$ cat src/rtl/sdinit_pkg.sv
package sdinit_pkg;

  typedef enum logic [2:0] {
    CMD_DESEL,
    CMD_NOP,
    CMD_PRE,
    CMD_REF,
    CMD_MRS
  } cmdKind_t;

  typedef enum logic [1:0] {
    WAIT_RP,
    WAIT_RC,
    WAIT_MRD
  } waitSel_t;

  // Strobes from the sequencing control to the datapath
  typedef struct packed {
    logic     issue;
    cmdKind_t kind;
    logic     loadWait;
    waitSel_t waitSel;
    logic     refClr;
    logic     refInc;
    logic     setDone;
    logic     clrDone;
  } seqStrobe_t;

  // Command field encodings (control register bits 7:5)
  localparam logic [2:0] MODE_NORMAL = 3'd0;
  localparam logic [2:0] MODE_NOP    = 3'd1;
  localparam logic [2:0] MODE_PRE    = 3'd2;
  localparam logic [2:0] MODE_MRS    = 3'd3;
  localparam logic [2:0] MODE_REF    = 3'd4;

endpackage

$ cat src/rtl/sdinit_datapath.sv
module sdinit_datapath
  import sdinit_pkg::*;
#(
  parameter int ADDR_W    = 13,
  parameter int T_RP      = 2,
  parameter int T_RC      = 6,
  parameter int T_MRD     = 2,
  parameter int REF_COUNT = 8,
  parameter int PWRUP_CYC = 20
) (
  input  logic              clk,
  input  logic              rstN,
  input  seqStrobe_t        strobe,
  input  logic              regWrite,
  input  logic [7:0]        regData,
  output logic              powerOk,
  output logic              waitLast,
  output logic              refDone,
  output logic [2:0]        modeField,
  output logic              initDone,
  output logic              refreshEn,
  output logic [3:0]        refreshRate,
  output logic              sdCsN,
  output logic              sdRasN,
  output logic              sdCasN,
  output logic              sdWeN,
  output logic [ADDR_W-1:0] sdAddr
);

  localparam int T_MAX0 = (T_RP > T_RC) ? T_RP : T_RC;
  localparam int T_MAX  = (T_MAX0 > T_MRD) ? T_MAX0 : T_MRD;
  localparam int WAIT_W = $clog2(T_MAX + 1);
  localparam int REF_W  = $clog2(REF_COUNT + 1);
  localparam int PWR_W  = $clog2(PWRUP_CYC + 1);

  logic [PWR_W-1:0]  pwrCnt;
  logic [WAIT_W-1:0] waitCnt;
  logic [WAIT_W-1:0] loadVal;
  logic [REF_W-1:0]  refCnt;
  logic [2:0]        modeReg;
  logic              clSel;
  logic [3:0]        rateReg;
  logic              doneReg;
  logic [3:0]        nxtPins;
  logic [ADDR_W-1:0] nxtAddr;

  // Power-up interval counter
  always_ff @(posedge clk or negedge rstN) begin
    if (!rstN)                              pwrCnt <= '0;
    else if (pwrCnt != PWR_W'(PWRUP_CYC))   pwrCnt <= pwrCnt + 1'b1;
  end
  assign powerOk = (pwrCnt == PWR_W'(PWRUP_CYC));

  // Control register: command field, latency select, locked rate field
  always_ff @(posedge clk or negedge rstN) begin
    if (!rstN) begin
      modeReg <= MODE_NORMAL;
      clSel   <= 1'b1;
      rateReg <= '0;
    end else if (regWrite) begin
      modeReg <= regData[7:5];
      clSel   <= regData[4];
      if (doneReg) rateReg <= regData[3:0];
    end
  end
  assign modeField   = modeReg;
  assign refreshRate = rateReg;

  // Quiet-interval counter
  always_comb begin
    case (strobe.waitSel)
      WAIT_RP: loadVal = WAIT_W'(T_RP);
      WAIT_RC: loadVal = WAIT_W'(T_RC);
      default: loadVal = WAIT_W'(T_MRD);
    endcase
  end

  always_ff @(posedge clk or negedge rstN) begin
    if (!rstN)                 waitCnt <= '0;
    else if (strobe.loadWait)  waitCnt <= loadVal;
    else if (waitCnt != '0)    waitCnt <= waitCnt - 1'b1;
  end
  assign waitLast = (waitCnt == WAIT_W'(1));

  // Refresh tally for the automatic sequence
  always_ff @(posedge clk or negedge rstN) begin
    if (!rstN)              refCnt <= '0;
    else if (strobe.refClr) refCnt <= '0;
    else if (strobe.refInc) refCnt <= refCnt + 1'b1;
  end
  assign refDone = (refCnt == REF_W'(REF_COUNT));

  // Completion flag
  always_ff @(posedge clk or negedge rstN) begin
    if (!rstN)               doneReg <= 1'b0;
    else if (strobe.clrDone) doneReg <= 1'b0;
    else if (strobe.setDone) doneReg <= 1'b1;
  end
  assign initDone  = doneReg;
  assign refreshEn = doneReg && (rateReg != '0);

  // Command pin encoder
  always_comb begin
    nxtPins = 4'b1111;
    nxtAddr = '0;
    if (strobe.issue) begin
      case (strobe.kind)
        CMD_NOP: nxtPins = 4'b0111;
        CMD_PRE: begin
          nxtPins     = 4'b0010;
          nxtAddr[10] = 1'b1;
        end
        CMD_REF: nxtPins = 4'b0001;
        CMD_MRS: begin
          nxtPins      = 4'b0000;
          nxtAddr[6:0] = {1'b0, 1'b1, clSel, 1'b1, 3'b010};
        end
        default: nxtPins = 4'b1111;
      endcase
    end
  end

  always_ff @(posedge clk or negedge rstN) begin
    if (!rstN) begin
      {sdCsN, sdRasN, sdCasN, sdWeN} <= 4'b1111;
      sdAddr                         <= '0;
    end else begin
      {sdCsN, sdRasN, sdCasN, sdWeN} <= nxtPins;
      sdAddr                         <= nxtAddr;
    end
  end

  // a selected chip only after the power-up interval
  assert_cmd_after_power_R7: assert property (@(posedge clk) disable iff (!rstN)
    !sdCsN |-> powerOk);

  // the rate field changes only while bring-up is complete
  assert_rate_locked_R10: assert property (@(posedge clk) disable iff (!rstN)
    (rateReg != $past(rateReg)) |-> $past(doneReg));

  // completion flag rises only when the final quiet interval has run out
  assert_done_after_wait_R8: assert property (@(posedge clk) disable iff (!rstN)
    $rose(doneReg) |-> (waitCnt == '0));

  // precharge and mode set are always followed by a quiet clock
  assert_quiet_after_cmd_R6: assert property (@(posedge clk) disable iff (!rstN)
    (!sdCsN && !sdWeN) |=> sdCsN);

endmodule

$ cat src/rtl/sdinit_ctrl.sv
module sdinit_ctrl
  import sdinit_pkg::*;
(
  input  logic       clk,
  input  logic       rstN,
  input  logic       autoStart,
  input  logic       issue,
  input  logic [2:0] modeField,
  input  logic       powerOk,
  input  logic       waitLast,
  input  logic       refDone,
  output seqStrobe_t strobe,
  output logic       busy
);

  typedef enum logic [3:0] {
    S_IDLE, S_PWR, S_NOP, S_PRE, S_WRP, S_REF, S_WRC,
    S_MRS, S_WMRD, S_MAN, S_MWAIT
  } seqState_t;

  seqState_t state, nxtState;
  cmdKind_t  manKind;
  waitSel_t  manWait;

  // Decode the hand-issued command field
  always_comb begin
    manWait = WAIT_RP;
    case (modeField)
      MODE_NOP: manKind = CMD_NOP;
      MODE_PRE: manKind = CMD_PRE;
      MODE_MRS: begin manKind = CMD_MRS; manWait = WAIT_MRD; end
      MODE_REF: begin manKind = CMD_REF; manWait = WAIT_RC;  end
      default:  manKind = CMD_DESEL;
    endcase
  end

  always_comb begin
    nxtState = state;
    strobe   = '0;
    strobe.kind    = CMD_DESEL;
    strobe.waitSel = WAIT_RP;
    case (state)
      S_IDLE: begin
        if (autoStart) begin
          nxtState       = S_PWR;
          strobe.clrDone = 1'b1;
          strobe.refClr  = 1'b1;
        end else if (issue && powerOk && (manKind != CMD_DESEL)) begin
          nxtState = S_MAN;
        end
      end
      S_PWR: if (powerOk) nxtState = S_NOP;
      S_NOP: begin
        strobe.issue = 1'b1;
        strobe.kind  = CMD_NOP;
        nxtState     = S_PRE;
      end
      S_PRE: begin
        strobe.issue    = 1'b1;
        strobe.kind     = CMD_PRE;
        strobe.loadWait = 1'b1;
        strobe.waitSel  = WAIT_RP;
        nxtState        = S_WRP;
      end
      S_WRP: if (waitLast) nxtState = S_REF;
      S_REF: begin
        strobe.issue    = 1'b1;
        strobe.kind     = CMD_REF;
        strobe.loadWait = 1'b1;
        strobe.waitSel  = WAIT_RC;
        strobe.refInc   = 1'b1;
        nxtState        = S_WRC;
      end
      S_WRC: if (waitLast) nxtState = refDone ? S_MRS : S_REF;
      S_MRS: begin
        strobe.issue    = 1'b1;
        strobe.kind     = CMD_MRS;
        strobe.loadWait = 1'b1;
        strobe.waitSel  = WAIT_MRD;
        nxtState        = S_WMRD;
      end
      S_WMRD: begin
        if (waitLast) begin
          strobe.setDone = 1'b1;
          nxtState       = S_IDLE;
        end
      end
      S_MAN: begin
        strobe.issue = 1'b1;
        strobe.kind  = manKind;
        if (manKind == CMD_NOP) begin
          nxtState = S_IDLE;
        end else begin
          strobe.loadWait = 1'b1;
          strobe.waitSel  = manWait;
          nxtState        = S_MWAIT;
        end
      end
      S_MWAIT: if (waitLast) nxtState = S_IDLE;
      default: nxtState = S_IDLE;
    endcase
  end

  always_ff @(posedge clk or negedge rstN) begin
    if (!rstN) state <= S_IDLE;
    else       state <= nxtState;
  end

  assign busy = (state != S_IDLE);

  // mode register set only once every refresh of the sequence is counted
  assert_mrs_after_refresh_R5: assert property (@(posedge clk) disable iff (!rstN)
    (state == S_MRS) |-> refDone);

  // a running sequence is never restarted
  assert_no_restart_busy_R9: assert property (@(posedge clk) disable iff (!rstN)
    (state != S_IDLE && state != S_PWR) |=> (state != S_PWR));

endmodule

$ cat src/rtl/sdram_init_seq.sv
module sdram_init_seq
  import sdinit_pkg::*;
#(
  parameter int ADDR_W    = 13,
  parameter int T_RP      = 2,
  parameter int T_RC      = 6,
  parameter int T_MRD     = 2,
  parameter int REF_COUNT = 8,
  parameter int PWRUP_CYC = 20
) (
  input  logic              clk,
  input  logic              rstN,
  input  logic              regWrite,
  input  logic [7:0]        regData,
  input  logic              autoStart,
  input  logic              issue,
  output logic              busy,
  output logic              initDone,
  output logic              refreshEn,
  output logic [3:0]        refreshRate,
  output logic              sdCsN,
  output logic              sdRasN,
  output logic              sdCasN,
  output logic              sdWeN,
  output logic [ADDR_W-1:0] sdAddr
);

  seqStrobe_t strobe;
  logic       powerOk;
  logic       waitLast;
  logic       refDone;
  logic [2:0] modeField;

  sdinit_ctrl u_ctrl (
    .clk       (clk),
    .rstN      (rstN),
    .autoStart (autoStart),
    .issue     (issue),
    .modeField (modeField),
    .powerOk   (powerOk),
    .waitLast  (waitLast),
    .refDone   (refDone),
    .strobe    (strobe),
    .busy      (busy)
  );

  sdinit_datapath #(
    .ADDR_W    (ADDR_W),
    .T_RP      (T_RP),
    .T_RC      (T_RC),
    .T_MRD     (T_MRD),
    .REF_COUNT (REF_COUNT),
    .PWRUP_CYC (PWRUP_CYC)
  ) u_dp (
    .clk         (clk),
    .rstN        (rstN),
    .strobe      (strobe),
    .regWrite    (regWrite),
    .regData     (regData),
    .powerOk     (powerOk),
    .waitLast    (waitLast),
    .refDone     (refDone),
    .modeField   (modeField),
    .initDone    (initDone),
    .refreshEn   (refreshEn),
    .refreshRate (refreshRate),
    .sdCsN       (sdCsN),
    .sdRasN      (sdRasN),
    .sdCasN      (sdCasN),
    .sdWeN       (sdWeN),
    .sdAddr      (sdAddr)
  );

endmodule

$ cat config.mk
export PLATFORM = sky130hd
export DESIGN_NAME = sdram_init_seq
export DESIGN_NICKNAME = d
export VERILOG_FILES = /design/src/rtl/sdinit_pkg.sv /design/src/rtl/sdinit_datapath.sv /design/src/rtl/sdinit_ctrl.sv /design/src/rtl/sdram_init_seq.sv
export SDC_FILE = /design/constraint.sdc
export NUM_CORES = 1
export LEC_CHECK = 0
export BUFFER_PORTS_ARGS = -buffer_cell sky130_fd_sc_hd__buf_2
export CORE_ASPECT_RATIO = 0.5
export CORE_MARGIN = 2
export CORE_UTILIZATION = 55
export DETAILED_ROUTE_END_ITERATION = 6
export PLACE_DENSITY = 0.8
export SYNTH_ARGS = -nofsm -noshare
export SYNTH_HDL_FRONTEND = slang
export SYNTH_SLANG_ARGS = --single-unit
$ cat constraint.sdc
create_clock -name clk -period 4.92 [get_ports clk]
set_input_delay 0.246 -clock clk [delete_from_list [all_inputs] [get_ports clk]]
set_output_delay 0.246 -clock clk [all_outputs]
set_load 0.01 [all_outputs]
==> impl_metrics.env, run 1 <==
export IMPL_tns_ns=0
export IMPL_p_switching_mw=0.391
export IMPL_post_cts_resized=0
export IMPL_die_x_um=83.0
export IMPL_timing_hold_ws_ns=0.00538
export IMPL_synth_edf_count=0
export IMPL_end_kind="register"
export IMPL_rsz0062_at_grt="false"
export IMPL_synthMuxAreaShare_pct=7.07
export IMPL_p_leak_nw=0.907
export IMPL_final_setup_viol_count=0
export IMPL_final_util_pct=64.4
export IMPL_dp_hpwl_mm=2.16
export IMPL_asyncSetResetFlopFracSynth_pct=100
export IMPL_hold_class="input port to asynchronous set/reset pin"
export IMPL_p_int_mw=0.673
export IMPL_required_ns=5.08
export IMPL_syn_instance_count=163
export IMPL_layout_commonest_cell="buf_2"
export IMPL_initial_core_util_pct=57.3
export IMPL_power_density_nw_per_um2=552
export IMPL_synth_xor_area_share_pct=5.61
export IMPL_synthAdderAreaFrac_pct=5.10
export IMPL_drc_errors=0
export IMPL_grt_max_degree=33
export IMPL_cts_tree="done"
export IMPL_dr_pass1_iters=4
export IMPL_pwr_share_comb_pct=38.0
export IMPL_p_clk_share_pct=20.4
export IMPL_final_antenna_net_count=0
export IMPL_routedWlPerCell_um=12.8
export IMPL_fin_crit_sh_pct=43.0
export IMPL_finalCriticalPeriod_ns=2.12
export IMPL_cts_buffer_depth=2
export IMPL_drive_gt1_share_pct=28.8
export IMPL_rows=14
export IMPL_ioPinCount=37
export IMPL_cts_hold_buf=0
export IMPL_cts_made_buffers=5
export IMPL_endpoint="u_ctrl.state[3]"
export IMPL_maxSlewViolCount=0
export IMPL_ff2ff_setup_slack_ns=2.80
export IMPL_synth_seq_cells=32
export IMPL_most_common_layout_cells="buf_2, dfrtp_1, nor2_1"
export IMPL_ir_worst_vdd_mv=0.289
export IMPL_area_growth_syn_to_layout_pct=12.3
export IMPL_htree_levels=2
export IMPL_num_antenna_cells=0
export IMPL_synth_top_family_by_area="simple AND/OR/NAND/NOR gates"
export IMPL_r2r_end="u_ctrl.state[3]"
export IMPL_synth_compound_area_share_pct=11.0
export IMPL_yosys_area_share_simple_pct=15.7
export IMPL_r2r_start="u_ctrl.state[0]"
export IMPL_clk_latency_ns=0.28
export IMPL_pwr_share_seq_pct=41.6
export IMPL_worstSetupPathType="register to register"
export IMPL_clock_sinks=32
export IMPL_timing_max_cap_violations=0
export IMPL_crit_path_start_kind="register"
export IMPL_die_h_um=43.5
export IMPL_synth_area_per_cell_um2=10.5
export IMPL_yosys_most_used_dff="dfrtp_1"
export IMPL_cts_setup_buffers=0
export IMPL_gr_total_overflow=0
export IMPL_nNetsFinal=210
export IMPL_synth_distinct_cells=43
export IMPL_mappedNetlistArea_um2=1720
export IMPL_r2r_cells=5
export IMPL_num_vias=1232
export IMPL_p_sw_share_pct=36.8
export IMPL_clkTransAtPathRegs_ns=0.07
export IMPL_cp_max_fo=17
export IMPL_grt_antenna_before_repair=0
export IMPL_setup_worst_path_start="u_ctrl.state[0]"
export IMPL_max_freq_ghz=0.473
export IMPL_grt_pass1_vias=1193
export IMPL_tightest_slew_ns=0.684
export IMPL_root_buffer="clkbuf_8"
export IMPL_worst_ep_arrival_time_ns=2.27
export IMPL_die_area_um2=3610
export IMPL_outcome="complete, no violations"
export IMPL_relSlewSlack_pct=54.4
export IMPL_ys_warn_count=0
export IMPL_finalHoldViolCount=0
export IMPL_drtIter0Drc=50
export IMPL_drt_wl_total_mm=2.95
export IMPL_via_per_inst=5.33
export IMPL_yosysSeqAreaShare_pct=47.0
export IMPL_io_buffers=28
export IMPL_track_usage_pct=18.6
export IMPL_grt_pass1_wl_mm=5.23
export IMPL_core_area_um2=3000
export IMPL_fin_skew_ns=0.00763
export IMPL_place_gp_congestion=0.786
[Yosys cell counts, types with 3 or more instances]
master	instances	area share [%]
nand2b_1	6	2.2
buf_2	3	0.87
xor2_1	3	1.5
ha_1	7	5.1
nor2_1	18	3.9
nor3_1	3	0.87
or3b_2	3	1.5
nand2_1	9	2.0
inv_1	10	2.2
mux2_2	8	5.2
a21oi_1	3	0.87
buf_4	10	4.4
dfrtp_1	27	39
xnor2_1	8	4.1
o21ai_0	4	1.2
dfstp_2	5	7.7
[layout make-up]
class,instances,area [um2]
Fill cell,255,1070
Timing Repair Buffer,28,140
Clock buffer,8,100
Inverter,10,37.5
Multi-Input combinational cell,113,793
Tap cell,40,50.0
Sequential cell,32,807
[through the flow]
stage,setup slack (ns),cell area [um2],cells,power (mW)
2_1_floorplan,2.99,1740,170,0.754
3_3_place_gp,2.87,1830,223,0.831
3_5_place_dp,2.81,1830,223,0.850
4_1_cts,2.82,1930,231,1.07
5_1_grt,2.71,1930,231,1.15
6_report,2.80,1930,231,1.06
[state kept, by name (all words and copies together), names as in the netlist, 3 cells and up]
signal            count
u_dp.pwrCnt           5
u_ctrl.state          4
u_dp.refCnt           4
u_dp.refreshRate      4
u_dp.modeField        3
u_dp.sdAddr           3
u_dp.waitCnt          3
[how the worst min path moves through the flow]
stage                     startpoint                 to  slack, ns  depth (start not counted)
after CTS                       rstN     u_dp.refCnt[1]       0.04                          1
after global placement          rstN     u_dp.refCnt[0]       0.33                          1
final                           rstN     u_dp.refCnt[0]      0.005                          1
after detailed placement        rstN     u_dp.refCnt[1]       0.33                          1
after floorplan                 rstN    u_ctrl.state[0]      -0.05                          0
after global routing            rstN  u_dp.modeField[0]       0.06                          1
[power by group through the flow]
| stage | Sequential (mW) | Combinational, mW | Clock [mW] |
|---|---|---|---|
| after floorplan | 0.419 | 0.334 | 0 |
| after global placement | 0.438 | 0.393 | 0 |
| after detailed placement | 0.445 | 0.405 | 0 |
| after CTS | 0.440 | 0.408 | 0.222 |
| after global routing | 0.458 | 0.459 | 0.233 |
| final | 0.443 | 0.404 | 0.217 |
[worst max-delay path: stages, from the launching register on]
cell	delay, ns
dfrtp_1	0.56
or4_4	0.60
a311oi_2	0.28
o211ai_2	0.14
nand2_1	0.10
mux2_1	0.31
[kinds of logic after synthesis]
logic type,after synthesis
AO/OA/AOI/OAI,24
XOR/XNOR,11
adder cells (fa/ha/maj),7
buffers and inverters,25
flip-flops,32
multiplexers,11
other,1
AND/OR/NAND/NOR,52
[layer usage]
layer  wire length [um]  share of wire (%)  GRT usage [%]  vias up
li1                   -                  -              -      585
met1               1410                 48           23.6      607
met2               1370                 46           31.8       36
met3                147                5.0           5.90        4
met4                 27               0.92           4.92        0
met5                  0                  0              0        -
No activity file was read; power rests on OpenSTA's default activity.
==> run 2: changes to the inputs <==
- CORE_UTILIZATION: 55 -> 48
- PLACE_DENSITY: 0.8 -> 0.75
- clock period: 4.92 -> 1.7 ns (I/O delays scaled with it)
==> run 2 against run 1 <==
Against the previous run:
- the run now ends with setup timing left
- maximum frequency increased by 14%
- die area is 14% higher
- core utilization down 0.33 points
- critical path depth unchanged
- sequential power increased to 2.6 times the previous value
- highest routed layer unchanged
- clock power increased to 2.8 times the previous value
- clock skew fell by 0.0016 ns
- first-iteration DRC count grew 30%
- largest cell class is now multi-input gates
- clock-buffer cell count fell by 2
- combinational power rose to 4.5 times the previous value
- largest power group is now combinational cells
- flip-flop and latch count unchanged
==> impl_metrics.env, run 2 (synthesis gave the netlist of run 1 again) <==
export IMPL_required_ns=1.87
export IMPL_num_antenna_cells=0
export IMPL_drt_wl_total_mm=3.40
export IMPL_worst_ep_arrival_time_ns=2.02
export IMPL_grt_pass1_wl_mm=5.38
export IMPL_placed_cell_area_um2=2000
export IMPL_holdPathStages=2
export IMPL_finalInstanceArea_um2=2200
export IMPL_seq_area_um2=807
export IMPL_worst_path_buf_inv=0
export IMPL_outcome="finished with violations"
export IMPL_place_gp_congestion=0.849
export IMPL_dr_pass1_iters=4
export IMPL_track_usage_pct=18.4
export IMPL_clk_latency_ns=0.28
export IMPL_die_x_um=88.6
export IMPL_htree_levels=2
export IMPL_met2_usage_pct=32.0
export IMPL_ioPinCount=37
export IMPL_clkTransAtPathRegs_ns=0.07
export IMPL_path_cells="or4_4, a311oi_2, o211ai_2, nand2_1, mux2_4"
export IMPL_hold_class="input port to register"
export IMPL_power_density_nw_per_um2=1630
export IMPL_die_h_um=46.3
export IMPL_ff2ff_setup_slack_ns=-0.15
export IMPL_crit_path_start_kind="register"
export IMPL_cts_made_buffers=5
export IMPL_fin_crit_sh_pct=109
export IMPL_initial_core_util_pct=50.0
export IMPL_power_mw=3.58
export IMPL_cts_buffer_depth=2
export IMPL_most_common_layout_cells="buf_2, dfrtp_1, buf_4"
export IMPL_max_freq_ghz=0.540
export IMPL_grt_pass1_vias=1270
export IMPL_routedWlPerCell_um=12.8
export IMPL_cts_tree="done"
export IMPL_multi_input_area_um2=876
export IMPL_die_area_um2=4100
export IMPL_final_antenna_net_count=0
export IMPL_tightest_slew_ns=0.706
export IMPL_grt_max_degree=33
export IMPL_drive_gt1_share_pct=41.6
export IMPL_crit_family="simple AND/OR/NAND/NOR gates"
export IMPL_dp_hpwl_mm=2.40
export IMPL_largest_register_ffs=5
export IMPL_crit_path_max_incr_delay_ns=0.47
export IMPL_drtIter0Drc=65
export IMPL_ir_worst_vdd_mv=0.536
export IMPL_grt_antenna_before_repair=0
export IMPL_dp_cells=254
export IMPL_via_per_inst=5.04
export IMPL_rsz0062_at_grt="true"
export IMPL_root_buffer="clkbuf_8"
export IMPL_end_kind="register"
export IMPL_clock_sinks=32
export IMPL_finalCriticalPeriod_ns=1.85
export IMPL_drc_errors=0
export IMPL_rows=15
export IMPL_final_setup_viol_count=3
export IMPL_nNetsFinal=233
export IMPL_final_cells=265
export IMPL_fin_skew_ns=0.00600
export IMPL_layout_commonest_cell="buf_2"
export IMPL_violations="setup timing"
export IMPL_top_register="u_dp.pwrCnt"
export IMPL_cp_max_fo=6
export IMPL_area_growth_syn_to_layout_pct=28.1
export IMPL_r2r_cells=5
export IMPL_top_usage_layer="met2"
export IMPL_r2r_start="u_ctrl.state[3]"
export IMPL_finalHoldViolCount=0
export IMPL_relSlewSlack_pct=52.9
export IMPL_num_vias=1336
export IMPL_worstSetupPathType="register to register"
export IMPL_setup_worst_path_start="u_ctrl.state[3]"
export IMPL_gr_usage_met1_pct=21.1
export IMPL_layout_setup_ws_ns=-0.153
export IMPL_path_depth=5
export IMPL_timing_max_cap_violations=0
export IMPL_hp_start="regData[3]"
export IMPL_core_area_um2=3430
export IMPL_p_leak_nw=1.04
export IMPL_maxSlewViolCount=0
export IMPL_gr_total_overflow=0
export IMPL_critPathSlowestCell="dfrtp_1"
export IMPL_io_buffers=28
export IMPL_fillers=276
export IMPL_grt_use_met3_pct=6.27
run 2: changes by cell type in the layout (fill, tap and decap cells not counted), sizes merged:
cell and change:
buf +22, clkbuf -2, clkinv +2, dlygate4sd3 +1
run 2: timing repair:
action | CTS | global route
setup buffers | 2 | 0
hold buffers | 1 | 0
pin swaps | 5 | 7
endpoints found under the setup margin | 10 | 12
gates resized for setup | 5 | 16
hold endpoints to repair | 27 | 0
run 2: metal layers:
| layer | vias up | part of all wire (%) |
|---|---|---|
| met1 | 644 | 43 |
| li1 | 636 | - |
| met2 | 45 | 50 |
| met4 | 0 | 1.8 |
| met5 | - | 0 |
| met3 | 11 | 5.7 |
run 2: where the power goes:
part | total, mW | switching (mW) | internal, mW
Sequential | 1.17 | 0.148 | 1.02
Clock | 0.604 | 0.281 | 0.323
Combinational | 1.80 | 0.906 | 0.898
Total | 3.58 | 1.34 | 2.24
run 2: final timing paths:
check	end
max in group asynchronous	u_dp.refCnt[1]
min reg2reg	u_dp.pwrCnt[4]
min	u_dp.refreshRate[3]
max	u_ctrl.state[3]
max reg2reg	u_ctrl.state[3]
min in group asynchronous	u_dp.pwrCnt[4]
run 2: final cells by class:
class / instances / area share, %
sequential: 32 / 36.7
timing repair buffer: 51 / 14.7
inverter: 10 / 1.71
multi-input combinational: 113 / 39.8
clock buffer: 6 / 3.75
tap: 51 / 2.90
clock inverter: 2 / 0.455
run 2: stage by stage:
step / util (%) / hold WS (ns) / setup TNS [ns] / worst slack, ns
2_1_floorplan: - / -0.211 / -0.155 / -0.145
3_3_place_gp: 58.1 / 0.156 / -0.176 / -0.0839
3_5_place_dp: 58.1 / 0.177 / -0.480 / -0.142
4_1_cts: 62.2 / 0.0216 / -0.256 / -0.115
5_1_grt: 64.0 / 0.0284 / -0.714 / -0.224
6_report: 64.0 / 0.0237 / -0.415 / -0.153
==> run 3: changes to the inputs <==
- ABC_AREA: default -> 1
- PLACE_DENSITY: 0.75 -> 0.74
==> run 3 against run 2 <==
Against the previous run:
- the run now ends clean
- register-to-register slack better by 0.37 ns
- clock-buffer cell count is 2 higher
- area after synthesis increased by 1.1%
- combinational power fell by 33%
- maximum frequency up 25%
- wire length decreased by 11%
- die area up 1.0%
- power is 20% lower
- largest cell class is now registers
==> impl_metrics.env, run 3 <==
export IMPL_p_clk_share_pct=18.8
export IMPL_maxSlewViolCount=0
export IMPL_rsz0062_at_grt="false"
export IMPL_ys_top_cells_by_area="dfrtp_1, nand2_1, dfstp_2"
export IMPL_layout_setup_ws_ns=0.213
export IMPL_area_growth_syn_to_layout_pct=13.8
export IMPL_num_vias=1323
export IMPL_place_ws_ns=0.223
export IMPL_asyncSetResetFlopFracSynth_pct=100
export IMPL_p_switching_mw=1.11
export IMPL_clkTransAtPathRegs_ns=0.06
export IMPL_synth_xor_area_share_pct=2.52
export IMPL_fin_crit_sh_pct=87.5
export IMPL_die_x_um=89.0
export IMPL_placed_cell_area_um2=1890
export IMPL_drive_gt1_share_pct=23.6
export IMPL_synth_area_per_cell_um2=8.68
export IMPL_ys_warn_count=0
export IMPL_dp_hpwl_mm=2.36
export IMPL_gr_total_overflow=0
export IMPL_drc_errors=0
export IMPL_tns_ns=0
export IMPL_end_kind="register"
export IMPL_layout_commonest_cell="nand2_1"
export IMPL_mappedNetlistArea_um2=1740
export IMPL_routedWlPerCell_um=10.7
export IMPL_synthMuxAreaShare_pct=2.60
export IMPL_ir_worst_vdd_mv=0.402
export IMPL_crit_path_start_kind="register"
export IMPL_place_gp_congestion=0.826
export IMPL_top_register="u_dp.pwrCnt"
export IMPL_rows=15
export IMPL_finalCriticalPeriod_ns=1.49
export IMPL_ioPinCount=37
export IMPL_cp_max_fo=7
export IMPL_largest_register_ffs=5
export IMPL_syn_instance_count=200
export IMPL_synth_top_cells_by_count="nand2_1, inv_1, dfrtp_1, nor2_1, nand3_1"
export IMPL_synth_seq_cells=32
export IMPL_die_area_um2=4140
export IMPL_die_h_um=46.5
export IMPL_yosys_most_used_dff="dfrtp_1"
export IMPL_drtIter0Drc=64
export IMPL_yosys_area_share_simple_pct=22.1
export IMPL_p_int_mw=1.76
export IMPL_core_area_um2=3450
export IMPL_via_per_inst=4.66
export IMPL_grt_pass1_wl_mm=5.12
export IMPL_pwr_share_comb_pct=41.6
export IMPL_synthAdderAreaFrac_pct=5.05
export IMPL_p_leak_nw=1.03
export IMPL_clock_sinks=32
export IMPL_hold_class="input port to register"
export IMPL_timing_max_cap_violations=0
export IMPL_tightest_slew_ns=0.697
export IMPL_outcome="complete, no violations"
export IMPL_htree_levels=2
export IMPL_power_mw=2.87
export IMPL_track_usage_pct=17.0
export IMPL_worstSetupPathType="register to register"
export IMPL_final_setup_viol_count=0
export IMPL_fillers=313
export IMPL_final_antenna_net_count=0
export IMPL_finalHoldViolCount=0
export IMPL_synth_edf_count=0
export IMPL_max_freq_ghz=0.673
export IMPL_synth_distinct_cells=30
export IMPL_cts_buffer_depth=2
export IMPL_finalInstanceArea_um2=1980
export IMPL_seq_area_um2=807
export IMPL_grt_antenna_before_repair=0
export IMPL_synth_compound_area_share_pct=9.73
export IMPL_initial_core_util_pct=50.3
export IMPL_synth_top_family_by_area="simple AND/OR/NAND/NOR gates"
export IMPL_root_buffer="clkbuf_8"
export IMPL_grt_pass1_vias=1233
export IMPL_num_antenna_cells=0
export IMPL_fin_skew_ns=0.00618
export IMPL_netlist_area_leader_share_pct=38.9
export IMPL_cts_made_buffers=5
export IMPL_drt_wl_total_mm=3.03
export IMPL_multi_input_area_um2=758
export IMPL_dr_pass1_iters=4
export IMPL_nNetsFinal=252
export IMPL_pwr_share_seq_pct=39.6
export IMPL_ff2ff_setup_slack_ns=0.21
export IMPL_cts_tree="done"
export IMPL_clk_latency_ns=0.28
export IMPL_yosysSeqAreaShare_pct=46.5
export IMPL_most_common_layout_cells="nand2_1, inv_1, buf_2"
export IMPL_relSlewSlack_pct=53.6
export IMPL_synth_largest_area_cell="dfrtp_1"
export IMPL_power_density_nw_per_um2=1450
export IMPL_synth_most_common_cell="nand2_1"
export IMPL_p_sw_share_pct=38.7
export IMPL_grt_max_degree=33
export IMPL_worst_ep_arrival_time_ns=1.66
export IMPL_required_ns=1.87
export IMPL_io_buffers=28
## run 3: cell count changes in the layout (fill, tap and decap cells not counted), sizes merged, moves of 3 or more
cell / before / now
a21oi: 3 / 6
buf: 50 / 28
inv: 10 / 31
mux2: 9 / 4
nand2: 9 / 42
nand2b: 6 / 0
nand3: 2 / 14
nand4: 1 / 4
o21ai: 4 / 14
or3b: 3 / 0
xnor2: 8 / 2
## run 3: stage by stage
stage                     std cells  hold slack (ns)  util (%)
final                           284           0.0197      57.2
after global routing            284           0.0274      57.2
after CTS                       284           0.0156      57.2
after detailed placement        275            0.171      54.6
after global placement          275            0.170      54.6
after floorplan                 207           -0.211         -
## run 3: what timing repair did
item                      in CTS  in global routing
gates resized for setup        0                  0
buffers inserted               0                  0
hold buffers                   1                  0
hold endpoints to repair      27                  0
## run 3: area by class of cell
class                   count  area share, %
flip-flops and latches     32           40.8
well taps                  51           3.23
inverters                  31           5.89
clock buffers               8           4.05
repair buffers             29           7.60
multi-input cells         133           38.4
## run 3: cells by family after synthesis
group,Yosys count
XOR/XNOR,5
adder cells (fa/ha/maj),7
flip-flops,32
multiplexers,4
buffers and inverters,42
other,1
AND/OR/NAND/NOR,84
AO/OA/AOI/OAI,25
## run 3: worst paths after layout
kind / start / to / depth (start not counted)
worst max-delay path: u_dp.pwrCnt[0] / u_ctrl.state[1] / 9
worst min-delay path: regData[4] / u_dp.clSel / 3
worst max register to register: u_dp.pwrCnt[0] / u_ctrl.state[1] / 9
worst min register to register: u_dp.clSel / u_dp.clSel / 2
max in group asynchronous: rstN / u_dp.sdAddr[5] / 2
min in group asynchronous: rstN / u_dp.pwrCnt[4] / 2
## run 3: per-layer routing
metal,GRT usage [%],wire (um),up-vias
met1,20.5,1480,610
met3,6.09,154,7
li1,-,-,677
met2,28.4,1350,29
met4,7.16,47,0
met5,0,0,-
## run 3: power groups by stage
stage | clock network (mW) | logic, mW | registers, mW
3_3_place_gp | 0 | 1.16 | 1.14
3_5_place_dp | 0 | 1.21 | 1.15
2_1_floorplan | 0 | 0.863 | 1.18
4_1_cts | 0.560 | 1.21 | 1.14
6_report | 0.541 | 1.20 | 1.14
5_1_grt | 0.598 | 1.36 | 1.17
## run 3: worst max-delay path, cell delays in order, from the launching register on
cell and delay [ns]:
dfrtp_1 0.42, inv_1 0.07, ha_1 0.13, nand4_1 0.25, nand2_1 0.17, nand2_1 0.06
nand2_1 0.11, nand2_1 0.06, nand2_1 0.06, nand2_1 0.05
